**src/rtl/nor_erase_seq.sv**
```systemverilog
module nor_erase_seq #(
  parameter int CHUNK_BYTES  = 256,
  parameter int POLL_GAP_CYC = 1000,
  parameter int TIMEOUT_CYC  = 4000000
) (
  input  logic        clk,
  input  logic        rst_n,
  input  logic        start,
  input  logic [31:0] offset,
  input  logic [31:0] size,
  input  logic        addr4,
  input  logic        blk_en,
  input  logic        blank_en,
  output logic        busy,
  output logic        done,
  output logic        err,
  output logic        tmo,
  output logic        spi_go,
  output logic [7:0]  spi_tx,
  output logic        spi_last,
  input  logic        spi_done,
  input  logic [7:0]  spi_rx,
  input  logic        spi_fail
);
  localparam int IDX_W = $clog2(CHUNK_BYTES + 6);
  localparam int GAP_W = $clog2(POLL_GAP_CYC + 1);
  localparam int TMO_W = $clog2(TIMEOUT_CYC + 1);
  localparam logic [7:0] OP_WREN = 8'h06, OP_STAT = 8'h05, OP_READ = 8'h03;
  localparam logic [7:0] OP_SEC = 8'h20, OP_BLK = 8'hD8;
  localparam logic [31:0] SEC_B = 32'h1000, BLK_B = 32'h10000;

  typedef enum logic [2:0] {S_IDLE, S_POLL, S_GAP, S_SCAN, S_WREN, S_WELCHK, S_ERASE} st_t;
  st_t state;

  logic [31:0] cur_off, left, scan_off, scan_left;
  logic [IDX_W-1:0] idx, len_m1;
  logic [GAP_W-1:0] gap_cnt;
  logic [TMO_W-1:0] wait_cnt;
  logic mode4, blk_r, scan_r, big, final_w, waiting, tfail, blank;
  logic [7:0] op;

  wire [2:0]  ab       = mode4 ? 3'd4 : 3'd3;
  wire [31:0] taddr    = (state == S_SCAN) ? scan_off : cur_off;
  wire [2:0]  bsel     = ab - idx[2:0];
  wire [31:0] addr_sh  = taddr >> {bsel, 3'b000};
  wire        in_txn   = (state != S_IDLE) && (state != S_GAP);
  wire        is_data  = idx > IDX_W'(ab);
  wire        big_sel  = blk_r && (cur_off[15:0] == 16'h0) && (left >= BLK_B);
  wire [31:0] step     = big ? BLK_B : SEC_B;
  wire        bad      = (|offset[11:0]) || (|size[11:0]) || (size < SEC_B);
  wire        fail_now = tfail | spi_fail;
  wire        blank_now = blank & (!is_data | (spi_rx == 8'hFF));
  wire        byte_end = waiting && spi_done;

  always_comb begin
    op = OP_STAT;
    len_m1 = IDX_W'(1);
    case (state)
      S_WREN:  begin op = OP_WREN; len_m1 = '0; end
      S_ERASE: begin op = big ? OP_BLK : OP_SEC; len_m1 = IDX_W'(ab); end
      S_SCAN:  begin op = OP_READ; len_m1 = IDX_W'(ab) + IDX_W'(CHUNK_BYTES); end
      default: ;
    endcase
  end

  assign busy     = state != S_IDLE;
  assign spi_go   = in_txn && !waiting;
  assign spi_last = idx == len_m1;
  assign spi_tx   = (idx == '0) ? op : (is_data ? 8'h00 : addr_sh[7:0]);

  always_ff @(posedge clk or negedge rst_n) begin
    if (!rst_n) begin
      state <= S_IDLE;
      cur_off <= '0; left <= '0; scan_off <= '0; scan_left <= '0;
      idx <= '0; gap_cnt <= '0; wait_cnt <= '0;
      mode4 <= 1'b0; blk_r <= 1'b0; scan_r <= 1'b0; big <= 1'b0;
      final_w <= 1'b0; waiting <= 1'b0; tfail <= 1'b0; blank <= 1'b0;
      done <= 1'b0; err <= 1'b0; tmo <= 1'b0;
    end else begin
      done <= 1'b0;
      if ((state == S_POLL || state == S_GAP) && wait_cnt != '1)
        wait_cnt <= wait_cnt + 1'b1;
      if (spi_go) waiting <= 1'b1;
      case (state)
        S_IDLE: if (start) begin
          err <= 1'b0;
          tmo <= 1'b0;
          if (bad) begin
            done <= 1'b1;
            err <= 1'b1;
          end else begin
            cur_off <= offset;
            left <= size;
            mode4 <= addr4;
            blk_r <= blk_en;
            scan_r <= blank_en;
            final_w <= 1'b0;
            wait_cnt <= '0;
            idx <= '0;
            tfail <= 1'b0;
            state <= S_POLL;
          end
        end
        S_GAP:
          if (gap_cnt == '0) state <= S_POLL;
          else gap_cnt <= gap_cnt - 1'b1;
        default: if (byte_end) begin
          waiting <= 1'b0;
          if (!spi_last) begin
            idx <= idx + 1'b1;
            tfail <= fail_now;
            blank <= blank_now;
          end else begin
            idx <= '0;
            tfail <= 1'b0;
            case (state)
              S_POLL:
                if (fail_now) begin
                  state <= S_IDLE; done <= 1'b1; err <= 1'b1;
                end else if (spi_rx[0]) begin
                  if (wait_cnt >= TMO_W'(TIMEOUT_CYC)) begin
                    state <= S_IDLE; done <= 1'b1; tmo <= 1'b1;
                  end else begin
                    gap_cnt <= GAP_W'(POLL_GAP_CYC);
                    state <= S_GAP;
                  end
                end else if (final_w) begin
                  state <= S_IDLE; done <= 1'b1;
                end else begin
                  big <= big_sel;
                  if (scan_r) begin
                    scan_off <= cur_off;
                    scan_left <= big_sel ? BLK_B : SEC_B;
                    blank <= 1'b1;
                    state <= S_SCAN;
                  end else state <= S_WREN;
                end
              S_SCAN:
                if (fail_now || !blank_now) state <= S_WREN;
                else if (scan_left == 32'(CHUNK_BYTES)) begin
                  cur_off <= cur_off + step;
                  left <= left - step;
                  final_w <= left == step;
                  wait_cnt <= '0;
                  state <= S_POLL;
                end else begin
                  scan_off <= scan_off + 32'(CHUNK_BYTES);
                  scan_left <= scan_left - 32'(CHUNK_BYTES);
                  blank <= 1'b1;
                end
              S_WREN:
                if (fail_now) begin
                  state <= S_IDLE; done <= 1'b1; err <= 1'b1;
                end else state <= S_WELCHK;
              S_WELCHK:
                if (fail_now || !spi_rx[1]) begin
                  state <= S_IDLE; done <= 1'b1; err <= 1'b1;
                end else state <= S_ERASE;
              S_ERASE:
                if (fail_now) begin
                  state <= S_IDLE; done <= 1'b1; err <= 1'b1;
                end else begin
                  cur_off <= cur_off + step;
                  left <= left - step;
                  final_w <= left == step;
                  wait_cnt <= '0;
                  state <= S_POLL;
                end
              default: state <= S_IDLE;
            endcase
          end
        end
      endcase
    end
  end

  AST_BAD_REQ_REJECTED: assert property (@(posedge clk) disable iff (!rst_n)
    (start && state == S_IDLE && bad) |=> (done && err && !spi_go));
  AST_ERASE_AFTER_LATCH_CHECK: assert property (@(posedge clk) disable iff (!rst_n)
    (state == S_ERASE && $past(state) != S_ERASE) |-> $past(state) == S_WELCHK);
  AST_TMO_AFTER_WINDOW: assert property (@(posedge clk) disable iff (!rst_n)
    $rose(tmo) |-> $past(wait_cnt) >= TMO_W'(TIMEOUT_CYC));
  AST_GAP_ELAPSED: assert property (@(posedge clk) disable iff (!rst_n)
    (state == S_POLL && $past(state) == S_GAP) |-> $past(gap_cnt) == '0);
  AST_DONE_ONLY_IDLE: assert property (@(posedge clk) disable iff (!rst_n)
    done |-> (!busy && !spi_go));
endmodule

```
**config.mk**
```make
export PLATFORM = sky130hd
export DESIGN_NAME = nor_erase_seq
export DESIGN_NICKNAME = d
export VERILOG_FILES = /design/src/rtl/nor_erase_seq.sv
export SDC_FILE = /design/constraint.sdc
export NUM_CORES = 1
export LEC_CHECK = 0
export BUFFER_PORTS_ARGS = -buffer_cell sky130_fd_sc_hd__buf_2
export CORE_ASPECT_RATIO = 1.4
export CORE_UTILIZATION = 60
export CTS_CLUSTER_SIZE = 8
export DETAILED_ROUTE_END_ITERATION = 12
export GPL_ROUTABILITY_DRIVEN = 0
export HOLD_SLACK_MARGIN = 0.12
export PLACE_DENSITY = 0.8
export SLEW_MARGIN = 20
export SYNTH_ARGS = -nofsm -noshare
export SYNTH_HDL_FRONTEND = slang
export SYNTH_SLANG_ARGS = --single-unit
```
**constraint.sdc**
```tcl
create_clock -name clk -period 3.4 [get_ports clk]
set_clock_uncertainty 0.05 [all_clocks]
set_input_delay 0.34 -clock clk [delete_from_list [all_inputs] [get_ports clk]]
set_output_delay 0.34 -clock clk [all_outputs]
set_load 0.1 [all_outputs]
```
======== After elaboration in Yosys (flattened, before gate mapping) ========
Cells that the tools add are included.
operators by class
  $add $sub $neg .......................... 9
  order comparisons ....................... 4
  equality and inequality tests ........... 38
  shifts and indexed selects .............. 1
  mux-type cells .......................... 131
  bitwise gates (word level) .............. 10
  reduce and logical (&&, ||, !) cells .... 49
operators by type and width
  cell                                                                             number
  32-bit two-way mux                                                               27
  32-bit one-hot mux with 2 select lines                                           6
  22-bit two-way mux                                                               8
  22-bit one-hot mux with 2 select lines                                           2
  10-bit two-way mux                                                               7
  1-bit two-way mux                                                                42
  3-bit two-way mux                                                                14
  9-bit two-way mux                                                                4
  17-bit two-way mux                                                               2
  32-bit by 17-bit adder with 32-bit output                                        1
  32-bit by 9-bit adder with 32-bit output (second input constant)                 1
  32-bit by 17-bit == test with 1-bit output                                       1
  32-bit by 9-bit == test with 1-bit output (second input constant)                1
  32-bit by 17-bit >= comparator with 1-bit output (second input constant)         1
  32-bit by 13-bit less-than comparator with 1-bit output (second input constant)  1
  32-bit by 6-bit >> shifter with 8-bit output                                     1
  32-bit by 17-bit subtractor with 32-bit output                                   1
  32-bit by 9-bit subtractor with 32-bit output (second input constant)            1
  9-bit one-hot mux with 3 select lines                                            1
  8-bit two-way mux                                                                3
  8-bit one-hot mux with 3 select lines                                            1
  12-bit OR reduction                                                              2
  22-bit by 1-bit adder with 22-bit output (second input constant)                 1
  22-bit >= comparator (second input constant)                                     1
  other kinds (45)                                                                 112
word-level totals
  flip-flop bits (word level) ............. 183
  input port bits ......................... 80
  output and inout port bits .............. 14
  logic and storage cells ................. 261

======== Depth between registers and ports, before layout ========
Gate-level depths: netlist (run 1).
  depth in word-level cells ............... 12
  gate-level depth with buffers ........... 13
  depth with buffers taken out ............ 10

======== Worst setup path before layout (run 1) ========
No wires, ideal clock.
  kind .................................... register to output
  start ................................... register idx[0]
  end ..................................... output port spi_tx[6]
  arrival ................................. 4.363 ns
  required time ........................... 3.010 ns
  path slack .............................. -1.353 ns
  cell stages (with the launch flop) ...... 9
  path buffers ............................ 3
  cell sequence ........................... dfrtp_1 > clkbuf_1 > inv_1 > ha_1 > clkbuf_1 > buf_1 > mux4_2 > mux2i_1 > o21ai_0
on the way
  cells in the longest elaborated chain, start to end .. 4
  elaborated cells between the ends (all ways) .. 6
  classes of those cells .................. add/sub (1); order compare (1); shift (1); mux (2); reduce/logical (1)
ends and longest elaborated chain
  what                                          line  text
  start, declared                               36    logic [IDX_W-1:0] idx, len_m1;
  start signal, assigned                        110   idx <= idx + 1'b1;
  3-bit subtractor                              44    wire [2:0] bsel = ab - idx[2:0];
  32-bit by 6-bit >> shifter with 8-bit output  45    wire [31:0] addr_sh = taddr >> {bsel, 3'b000};
  8-bit two-way mux                             69    assign spi_tx = (idx == '0) ? op : (is_data ? 8'h00 : addr_sh[7:0]);
  8-bit two-way mux *                           69
  end, declared                                 19    output logic [7:0] spi_tx,
Mark *: on every way between the ends. The rest lies on a longest branch, timed or not.

======== Worst setup path after layout (run 1) ========
  start ................................... register idx[5]
  end ..................................... output port spi_tx[4]
on the way
  cells in the longest elaborated chain, start to end .. 3
  elaborated cells between the ends (all ways) .. 4
  classes of those cells .................. order compare (1); mux (2); reduce/logical (1)
ends and longest elaborated chain
  what                                                      line  text
  9-bit by 3-bit greater-than comparator with 1-bit output  47    wire is_data = idx > IDX_W'(ab);
  8-bit two-way mux                                         69
  8-bit two-way mux *                                       69
Marks and branches as above.

==> summary.txt, run 1 <==
Route
  – Number of vias after detailed routing: 10,363
  – DRC Markers: 0
  – Via density: 6.66
  – Aggregate routed wire length: 30.5 mm
  – Drt first pass iters: 6
  – Number of violations reported at the end of detailed-routing iteration 0: 1,057
  – Count of nets left with antenna violations after detail routing: 0
  – Post-detailed-route wirelength per cell: 19.6 µm

Yosys
  – Cells after Synth: 1,225
  – Synth Warn #: 0
  – EDFF count, synth: 0
  – Synth cell types: 84
  – Library cell occupying the most area in the post-synthesis netlist: sky130_fd_sc_hd__dfrtp_1
  – Count of state elements after synthesis: 175
  – Async set-reset flop share out of synthesis: 100%
  – Leading cell type by number of instances after synthesis: sky130_fd_sc_hd__dfrtp_1
  – Post-Syn Area: 0.0108 mm²
  – Dominant cells by area after synthesis: sky130_fd_sc_hd__dfrtp_1 (40%), sky130_fd_sc_hd__a21oi_1 (4.5%), sky130_fd_sc_hd__nor2_1 (4.4%)
  – Mean instance size in the synthesized netlist: 8.84 µm²
  – Post-synthesis sequential area ratio: 40.4%
  – Commonest cells post-synth: sky130_fd_sc_hd__dfrtp_1 (175), sky130_fd_sc_hd__nor2_1 (126), sky130_fd_sc_hd__a21oi_1 (97), sky130_fd_sc_hd__nand2_1 (97), sky130_fd_sc_hd__o21ai_0 (70)
  – Leading register cell type out of synthesis: sky130_fd_sc_hd__dfrtp_1
  – Fraction of synthesized cell area taken by the top area cell type: 40.4%
  – Synth Net Count: 1,325

Floorplanning
  – Initial core utilization: 61.7%
  – Top-level port count: 94
  – Num rows: 57
  – Die width: 116 µm
  – Die Outline Area: 0.0186 mm²
  – Core region area: 0.0175 mm²
  – Die height: 161 µm

Setup path
  – Setup CP Type: flip-flop to primary output
  – Capture instance of the worst register-to-register path: cur_off[28]
  – Setup crit start kind: flip-flop
  – Critical path fanouts, max: 5
  – Worst setup EP type: primary output
  – Setup slack of the worst register-to-register path: 170 ps
  – Data required time at the worst endpoint: 3010 ps
  – Startpoint of the worst register-to-register path: state[1]
  – Depth of the worst register-to-register path: 10
  – Data arrival at the endpoint of the critical path: 2930 ps

Clock network
  – Clock H-tree levels: 4
  – Clock tree from TritonCTS: built
  – Clock slew at reported path FFs: 80 ps
  – Clock latency reported for the late side of the worst-skew pair: 450 ps
  – Buffer depth of the longest clock path: 2
  – Clk sinks: 175
  – Number of setup buffers added after CTS: 0
  – Root Buffer: sky130_fd_sc_hd__clkbuf_16
  – Number of buffers created by CTS: 17

Cells and area
  – Total Nets Final: 1,407
  – Layout cell share with drive strength beyond 1: 16.7%
  – Footprint of the multi-input gates: 0.00606 mm²
  – Layout overhead on the synthesized area: 15.1%
  – Antenna diode instance count: 0
  – Fill cells: 1,394
  – FF/Latch Area: 0.00438 mm²

STA
  – Worst slew pin tran: 1110 ps
  – Setup repair after global routing missed its margin: no
  – Worst max-slew margin expressed relative to the limit: 25.6%
  – Setup ws final: 82.6 ps
  – Final count of negative-setup-slack endpoints: 0
  – Post-route fraction of the period consumed by the critical path: 97.6%
  – Worst slack on hold paths: 133 ps
  – Minimum clock period after layout: 3320 ps
  – TNS Setup: 0 ps
  – Max frequency: 0.301 GHz
  – Endpoints failing hold: 0
  – Final number of max-transition violations: 0

Min path
  – Worst min-delay path endpoint: cur_off[13]
  – Type of the tightest min-delay check: input pin to flip-flop
  – Min-delay src: offset[13]
  – Hold Path Cell Cnt: 3

Global route
  – Wire length of the first global-routing pass: 50.1 mm
  – Total routing usage reported by global routing: 34.4%
  – Initial antenna violation count: 0
  – Sum of overflow across all layers after global routing: 0
  – Number of global-route vias before repair: 9,929
  – Pin count of the biggest net entering global routing: 72

Place
  – Worst slack at placement: 269 ps
  – HPWL Detailed: 21.1 mm
  – Count of buffers inserted at the top-level ports: 93

Flow run
  – Max-cap check violation count: 0

Power and ir drop
  – Pwr Total: 4.85 mW
  – Part of the total power dissipated in combinational logic: 14.2%
  – Leakage dissipation: 5.36 nW
  – Power Internal: 3.40 mW
  – Pwr dens: 389 mW/mm²
  – Sequential share of power: 44.4%
  – Switching power summed over all nets: 1.45 mW
  – Share of power burned in the clock network: 41.4%
  – Switching fraction of total power: 29.9%
  – Worst supply voltage drop on vdd: 0.309 mV

Status
  – Run status: completed
[power groups by stage]
stage          Sequential [mW]  Clock [mW]  Combinational [mW]
2_1_floorplan             2.18           0               0.407
3_3_place_gp              2.19           0               0.649
3_5_place_dp              2.19           0               0.661
4_1_cts                   2.15        2.01               0.669
5_1_grt                   2.15        2.10               0.733
6_report                  2.15        2.01               0.691
[final cells by class]
cell class | count | share of cell area [%]
multi-input combinational | 938 | 48.6
sequential | 175 | 35.1
timing repair buffer | 138 | 8.06
clock buffer | 17 | 3.41
tap | 236 | 2.37
clock inverter | 15 | 1.35
inverter | 37 | 1.11
[routing by layer]
layer  global-route usage [%]  part of all wire, %
met2                     55.9                   49
met5                        0                    0
met4                     16.0                  4.3
met3                     5.10                  7.8
met1                     45.1                   39
[how the worst max path moves through the flow]
stage,cells past startpoint,startpoint,to,slack (ps)
6_report,7,idx[5],spi_tx[4],80
5_1_grt,7,idx[5],spi_tx[3],10
4_1_cts,6,idx[5],spi_tx[1],30
3_5_place_dp,10,state[1],left[31],270
3_3_place_gp,9,state[0],left[31],330
2_1_floorplan,8,idx[0],spi_tx[1],-120
[cells in the final DEF (no fill, tap or decap), types with 7 or more instances in the layout]
cell type                   netlist  layout
sky130_fd_sc_hd__mux4_2          16      16
sky130_fd_sc_hd__o21ai_0         70      66
sky130_fd_sc_hd__a2bb2oi_1       10      10
sky130_fd_sc_hd__or3_1           16      16
sky130_fd_sc_hd__xor2_1          14      14
sky130_fd_sc_hd__inv_1           37      36
sky130_fd_sc_hd__xnor2_1         23      23
sky130_fd_sc_hd__and3_1          11      11
sky130_fd_sc_hd__o31ai_1         24      24
sky130_fd_sc_hd__nand2_1         97      97
sky130_fd_sc_hd__nand2b_1        13      13
sky130_fd_sc_hd__a21oi_1         97      96
sky130_fd_sc_hd__and2_1          34      34
sky130_fd_sc_hd__dfrtp_1        175     175
sky130_fd_sc_hd__nor4_1          31      29
sky130_fd_sc_hd__nor2_1         126     126
sky130_fd_sc_hd__or4_1           19      19
sky130_fd_sc_hd__clkbuf_16        0      17
sky130_fd_sc_hd__buf_2           12      83
sky130_fd_sc_hd__buf_4            4      37
sky130_fd_sc_hd__a31oi_1         33      33
sky130_fd_sc_hd__o22a_1          20      20
sky130_fd_sc_hd__and4_1           8       8
sky130_fd_sc_hd__nand3_1         41      40
sky130_fd_sc_hd__nor2b_1         10      10
sky130_fd_sc_hd__mux2i_1         13      13
sky130_fd_sc_hd__nand4_1         28      28
sky130_fd_sc_hd__buf_12           0      13
sky130_fd_sc_hd__o211ai_1         7       7
sky130_fd_sc_hd__ha_1            19      19
sky130_fd_sc_hd__o22ai_1         13      10
sky130_fd_sc_hd__nor3_1          34      33
[stage by stage]
| stage | instances | area (µm²) | util, % |
|---|---|---|---|
| global route | 1556 | 12500 | 71.1 |
| global placement | 1520 | 11800 | 67.3 |
| CTS | 1556 | 12400 | 70.9 |
| finish | 1556 | 12500 | 71.1 |
| detailed placement | 1520 | 11800 | 67.3 |
| floorplan | 1225 | 10900 | - |
[worst max-delay path: stages, from the launching register on]
cell                      delay [ps]
sky130_fd_sc_hd__dfrtp_1         430
sky130_fd_sc_hd__or4_1           570
sky130_fd_sc_hd__nor2_2          190
sky130_fd_sc_hd__nand3_1         350
sky130_fd_sc_hd__nor4_4          330
sky130_fd_sc_hd__nand2_1         250
sky130_fd_sc_hd__o21ai_2         150
sky130_fd_sc_hd__buf_12          200
[logic make-up (layout without fill, tap and decap cells)]
family          after synthesis  in the layout  share of synthesized area [%]
xor+xnor                     37             37                           2.99
mux                          34             34                           5.05
buf+inv                     112            207                           4.37
fa+ha+maj                    20             20                           2.38
flops                       175            175                           40.4
simple gates                504            504                           24.4
compound gates              343            343                           20.4
[flip-flops by register name, summed over array words and instances, names as in the netlist, 3 cells and up]
| register | flops |
|---|---|
| cur_off | 32 |
| left | 32 |
| scan_off | 32 |
| scan_left | 24 |
| wait_cnt | 22 |
| gap_cnt | 10 |
| idx | 9 |
| state | 3 |
[what timing repair did]
| item | CTS | global route |
|---|---|---|
| endpoints found under the hold margin | 41 | 0 |
| resized for setup | 2 | 5 |
| endpoints found under the setup margin | 6 | 6 |
| cloned | 0 | 0 |
| hold buffers | 4 | 0 |
No activity file was read; power rests on OpenSTA's default activity.
==> run 2: changes to the inputs <==
--- a/config.mk
+++ b/config.mk
@@ -5,6 +5,7 @@
 export SDC_FILE = /design/constraint.sdc
 export NUM_CORES = 1
 export LEC_CHECK = 0
+export ABC_AREA = 1
 export BUFFER_PORTS_ARGS = -buffer_cell sky130_fd_sc_hd__buf_2
 export CORE_ASPECT_RATIO = 1.4
 export CORE_UTILIZATION = 60
==> run 2 against run 1 <==
  * Die area increased by 14%
  * Register-to-register slack improved by 330 ps
  * Sequential cell count unchanged
  * Worst hold slack improved by 30 ps
  * Routed wire length increased by 10%
  * Worst setup slack improved by 77 ps
  * Clock power about the same
  * Synthesized cell count increased by 52%
  * Critical path depth increased by 3
  * Sequential share of layout area decreased by 3.2 points
  * Global-route usage decreased by 1.2 points
  * Maximum frequency increased by 2.4%
  * Largest cell class unchanged
  * Highest routed layer unchanged
==> summary.txt, run 2 <==
STA
  – Worst max-slew margin expressed relative to the limit: 47.0% (was 25.6%)
  – Final count of negative-setup-slack endpoints: 0 (unchanged)
  – Final number of max-transition violations: 0 (unchanged)
  – Worst slew pin tran: 795 ps (was 1110 ps)
  – Setup ws final: 160 ps (was 82.6 ps)
  – Worst slack on hold paths: 163 ps (was 133 ps)
  – Minimum clock period after layout: 3240 ps (was 3320 ps)
  – TNS Setup: 0 ps (unchanged)
  – Endpoints failing hold: 0 (unchanged)
  – Max frequency: 0.309 GHz (was 0.301 GHz)
  – Post-route fraction of the period consumed by the critical path: 95.3% (was 97.6%)
  – Setup repair after global routing missed its margin: no (unchanged)

Setup path
  – Data arrival at the endpoint of the critical path: 2850 ps (was 2930 ps)
  – Critical path cell sequence: inv_2, nand3_4, nand2_2, nand2_1, nand2_1, nand2_1, nor2_4, nand2_4, inv_1, buf_2 (was or4_1, nor2_2, nand3_1, nor4_4, nand2_1, o21ai_2, buf_12)
  – Data required time at the worst endpoint: 3010 ps (about the same)
  – Depth of the worst register-to-register path: 12 (was 10)
  – Worst setup EP type: primary output (unchanged)
  – Critical path's most frequent cell: sky130_fd_sc_hd__nand2_1
  – Delay contributed by the slowest stage of the critical path: 550 ps (was 570 ps)
  – Count of buffering cells on the critical path with inverters included: 3 (was 1)
  – Setup crit start kind: flip-flop (unchanged)
  – Slowest cell on the critical path: sky130_fd_sc_hd__dfrtp_2 (was sky130_fd_sc_hd__or4_1)
  – Setup CP Type: flip-flop to primary output (unchanged)
  – Critical path fanouts, max: 23 (was 5)
  – Setup slack of the worst register-to-register path: 500 ps (was 170 ps)
  – Startpoint of the worst register-to-register path: state[0] (was state[1])
  – Kind of cell adding the most delay to the critical path: simple AND/OR/NAND/NOR gates (unchanged)
  – Capture instance of the worst register-to-register path: cur_off[31] (was cur_off[28])

Yosys
  – Dominant cells by area after synthesis: sky130_fd_sc_hd__dfrtp_1 (36%), sky130_fd_sc_hd__nand2_1 (17%), sky130_fd_sc_hd__nand3_1 (7.8%) (was sky130_fd_sc_hd__dfrtp_1 (40%), sky130_fd_sc_hd__a21oi_1 (4.5%), sky130_fd_sc_hd__nor2_1 (4.4%))
  – Commonest cells post-synth: sky130_fd_sc_hd__nand2_1 (573), sky130_fd_sc_hd__inv_1 (226), sky130_fd_sc_hd__nor2_1 (215) (was sky130_fd_sc_hd__dfrtp_1 (175), sky130_fd_sc_hd__nor2_1 (126), sky130_fd_sc_hd__a21oi_1 (97), sky130_fd_sc_hd__nand2_1 (97), sky130_fd_sc_hd__o21ai_0 (70))
  – Library cell occupying the most area in the post-synthesis netlist: sky130_fd_sc_hd__dfrtp_1 (unchanged)
  – Post-synthesis sequential area ratio: 35.5% (was 40.4%)
  – Synth cell types: 52 (was 84)
  – Leading register cell type out of synthesis: sky130_fd_sc_hd__dfrtp_1 (unchanged)
  – Cells after Synth: 1,866 (was 1,225)
  – Mean instance size in the synthesized netlist: 6.61 µm² (was 8.84 µm²)
  – EDFF count, synth: 0 (unchanged)
  – Count of state elements after synthesis: 175 (unchanged)
  – Synth Net Count: 1,966 (was 1,325)
  – Async set-reset flop share out of synthesis: 100% (unchanged)
  – Fraction of synthesized cell area taken by the top area cell type: 35.5% (was 40.4%)
  – Post-Syn Area: 0.0123 mm² (was 0.0108 mm²)
  – Leading cell type by number of instances after synthesis: sky130_fd_sc_hd__nand2_1 (was sky130_fd_sc_hd__dfrtp_1)
  – Synth Warn #: 0 (unchanged)

Min path
  – Worst min-delay path endpoint: cur_off[13] (unchanged)
  – Min-delay src: offset[13] (unchanged)
  – Hold Path Cell Cnt: 3 (unchanged)
  – Type of the tightest min-delay check: input pin to flip-flop (unchanged)

Clock network
  – Clock tree from TritonCTS: built (unchanged)
  – Clock latency reported for the late side of the worst-skew pair: 450 ps (about the same)
  – Number of setup buffers added after CTS: 0 (unchanged)
  – Clock H-tree levels: 4 (unchanged)
  – Clock slew at reported path FFs: 70 ps (was 80 ps)
  – Number of buffers created by CTS: 17 (unchanged)
  – Buffer depth of the longest clock path: 2 (unchanged)
  – Clk sinks: 175 (unchanged)
  – Root Buffer: sky130_fd_sc_hd__clkbuf_16 (unchanged)

Floorplanning
  – Die width: 123 µm (was 116 µm)
  – Initial core utilization: 61.7% (about the same)
  – Die height: 172 µm (was 161 µm)
  – Top-level port count: 94 (unchanged)
  – Die Outline Area: 0.0211 mm² (was 0.0186 mm²)
  – Core region area: 0.0200 mm² (was 0.0175 mm²)
  – Num rows: 61 (was 57)

Place
  – HPWL Detailed: 24.3 mm (was 21.1 mm)
  – Placed Instances: 2,174 (was 1,520)
  – Cell Area, Placed: 0.0131 mm² (was 0.0118 mm²)
  – Worst slack at placement: 532 ps (was 269 ps)
  – Count of buffers inserted at the top-level ports: 93 (unchanged)

Cells and area
  – Layout overhead on the synthesized area: 11.3% (was 15.1%)
  – Top library cells by usage in the layout, fill and taps aside: sky130_fd_sc_hd__nand2_1 (573), sky130_fd_sc_hd__inv_1 (226), sky130_fd_sc_hd__nor2_1 (215) (was sky130_fd_sc_hd__dfrtp_1 (175), sky130_fd_sc_hd__nor2_1 (126), sky130_fd_sc_hd__nand2_1 (97))
  – Total Nets Final: 2,046 (was 1,407)
  – Leading cell type in the layout, fill and taps excluded: sky130_fd_sc_hd__nand2_1 (was sky130_fd_sc_hd__dfrtp_1)
  – Layout cell share with drive strength beyond 1: 11.3% (was 16.7%)
  – Top flop regs: cur_off (32), left (32), scan_off (32) (unchanged)
  – Non-filler instance count after layout: 2,212 (was 1,556)
  – Design area: 0.0137 mm² (was 0.0125 mm²)

Power and ir drop
  – Worst supply voltage drop on vdd: 0.362 mV (was 0.309 mV)
  – Leakage dissipation: 7.30 nW (was 5.36 nW)
  – Pwr dens: 328 mW/mm² (was 389 mW/mm²)

Flow run
  – Max-cap check violation count: 0 (unchanged)

Route
  – Number of vias after detailed routing: 12,485 (was 10,363)
  – Via density: 5.64 (was 6.66)
  – Number of violations reported at the end of detailed-routing iteration 0: 1,079 (was 1,057)
  – Aggregate routed wire length: 33.6 mm (was 30.5 mm)
  – Count of nets left with antenna violations after detail routing: 0 (unchanged)
  – Drt first pass iters: 6 (unchanged)
  – Post-detailed-route wirelength per cell: 15.2 µm (was 19.6 µm)
  – DRC Markers: 0 (unchanged)

Status
  – Run status: completed (unchanged)

Global route
  – Total routing usage reported by global routing: 33.2% (was 34.4%)
  – Number of global-route vias before repair: 11,824 (was 9,929)
  – Sum of overflow across all layers after global routing: 0 (unchanged)
  – Pin count of the biggest net entering global routing: 85 (was 72)
  – Initial antenna violation count: 1 (was 0)
  – Wire length of the first global-routing pass: 55.0 mm (was 50.1 mm)
[run 2: repair_timing]
action                                  CTS  global route
gates resized for setup                   0             4
endpoints found under the setup margin    0             5
hold endpoints to repair                 80             0
hold buffers                              4             0
[run 2: power by group]
| group | switching [mW] | internal [mW] |
|---|---|---|
| Clock | 0.903 | 1.09 |
| Sequential | 0.0315 | 2.11 |
| Combinational | 0.239 | 0.132 |
| Total | 1.17 | 3.33 |
[run 2: worst max path at each step]
stage	cells after the start	end	slack, ps	startpoint
detailed placement	12	gap_cnt[6]	530	state[2]
floorplan	8	spi_tx[7]	-140	mode4
global route	10	spi_tx[7]	10	state[0]
CTS	9	spi_last	70	state[2]
global placement	9	spi_last	550	state[2]
finish	10	spi_last	160	state[2]
[run 2: routing by layer]
| metal | part of all wire, % | vias to the layer above | wire length [µm] | global-route usage [%] |
|---|---|---|---|---|
| met4 | 4.1 | 0 | 1390 | 16.9 |
| li1 | - | 6117 | - | - |
| met3 | 5.2 | 106 | 1760 | 4.54 |
| met2 | 50 | 463 | 16900 | 58.4 |
| met1 | 40 | 5799 | 13500 | 38.8 |
| met5 | 0 | - | 0 | 0 |
[run 2: final cells by class]
| class | instances | area (µm²) |
|---|---|---|
| Antenna cell | 1 | 2.50 |
| Clock buffer | 18 | 429 |
| Clock inverter | 14 | 155 |
| Fill cell | 1795 | 6270 |
| Inverter | 232 | 882 |
| Multi-Input combinational cell | 1401 | 6750 |
| Sequential cell | 175 | 4380 |
| Tap cell | 252 | 315 |
| Timing Repair Buffer | 119 | 810 |
[run 2: logic make-up after synthesis]
group | count (synthesis) | synth area share [%]
AOI/OAI and AO/OA | 208 | 9.42
xor gates and xnor gates | 47 | 3.34
adders and majority gates | 20 | 2.09
buffers and inverters | 291 | 9.85
DFF | 175 | 35.5
muxes | 9 | 0.730
and+or+nand+nor | 1116 | 39.1
[run 2: stage by stage]
step | util (%) | total power, mW
3_5_place_dp | 65.4 | 2.54
3_3_place_gp | 65.4 | 2.53
4_1_cts | 68.6 | 4.52
5_1_grt | 68.6 | 4.66
6_report | 68.7 | 4.51
2_1_floorplan | - | 2.38
[run 2: worst register-to-register path: cells and delay by family, from the launching register on]
kind | cells | cell delay [ps]
DFF | 1 | 580
buffers and inverters | 4 | 630
and+or+nand+nor | 7 | 1410
AOI/OAI and AO/OA | 1 | 140
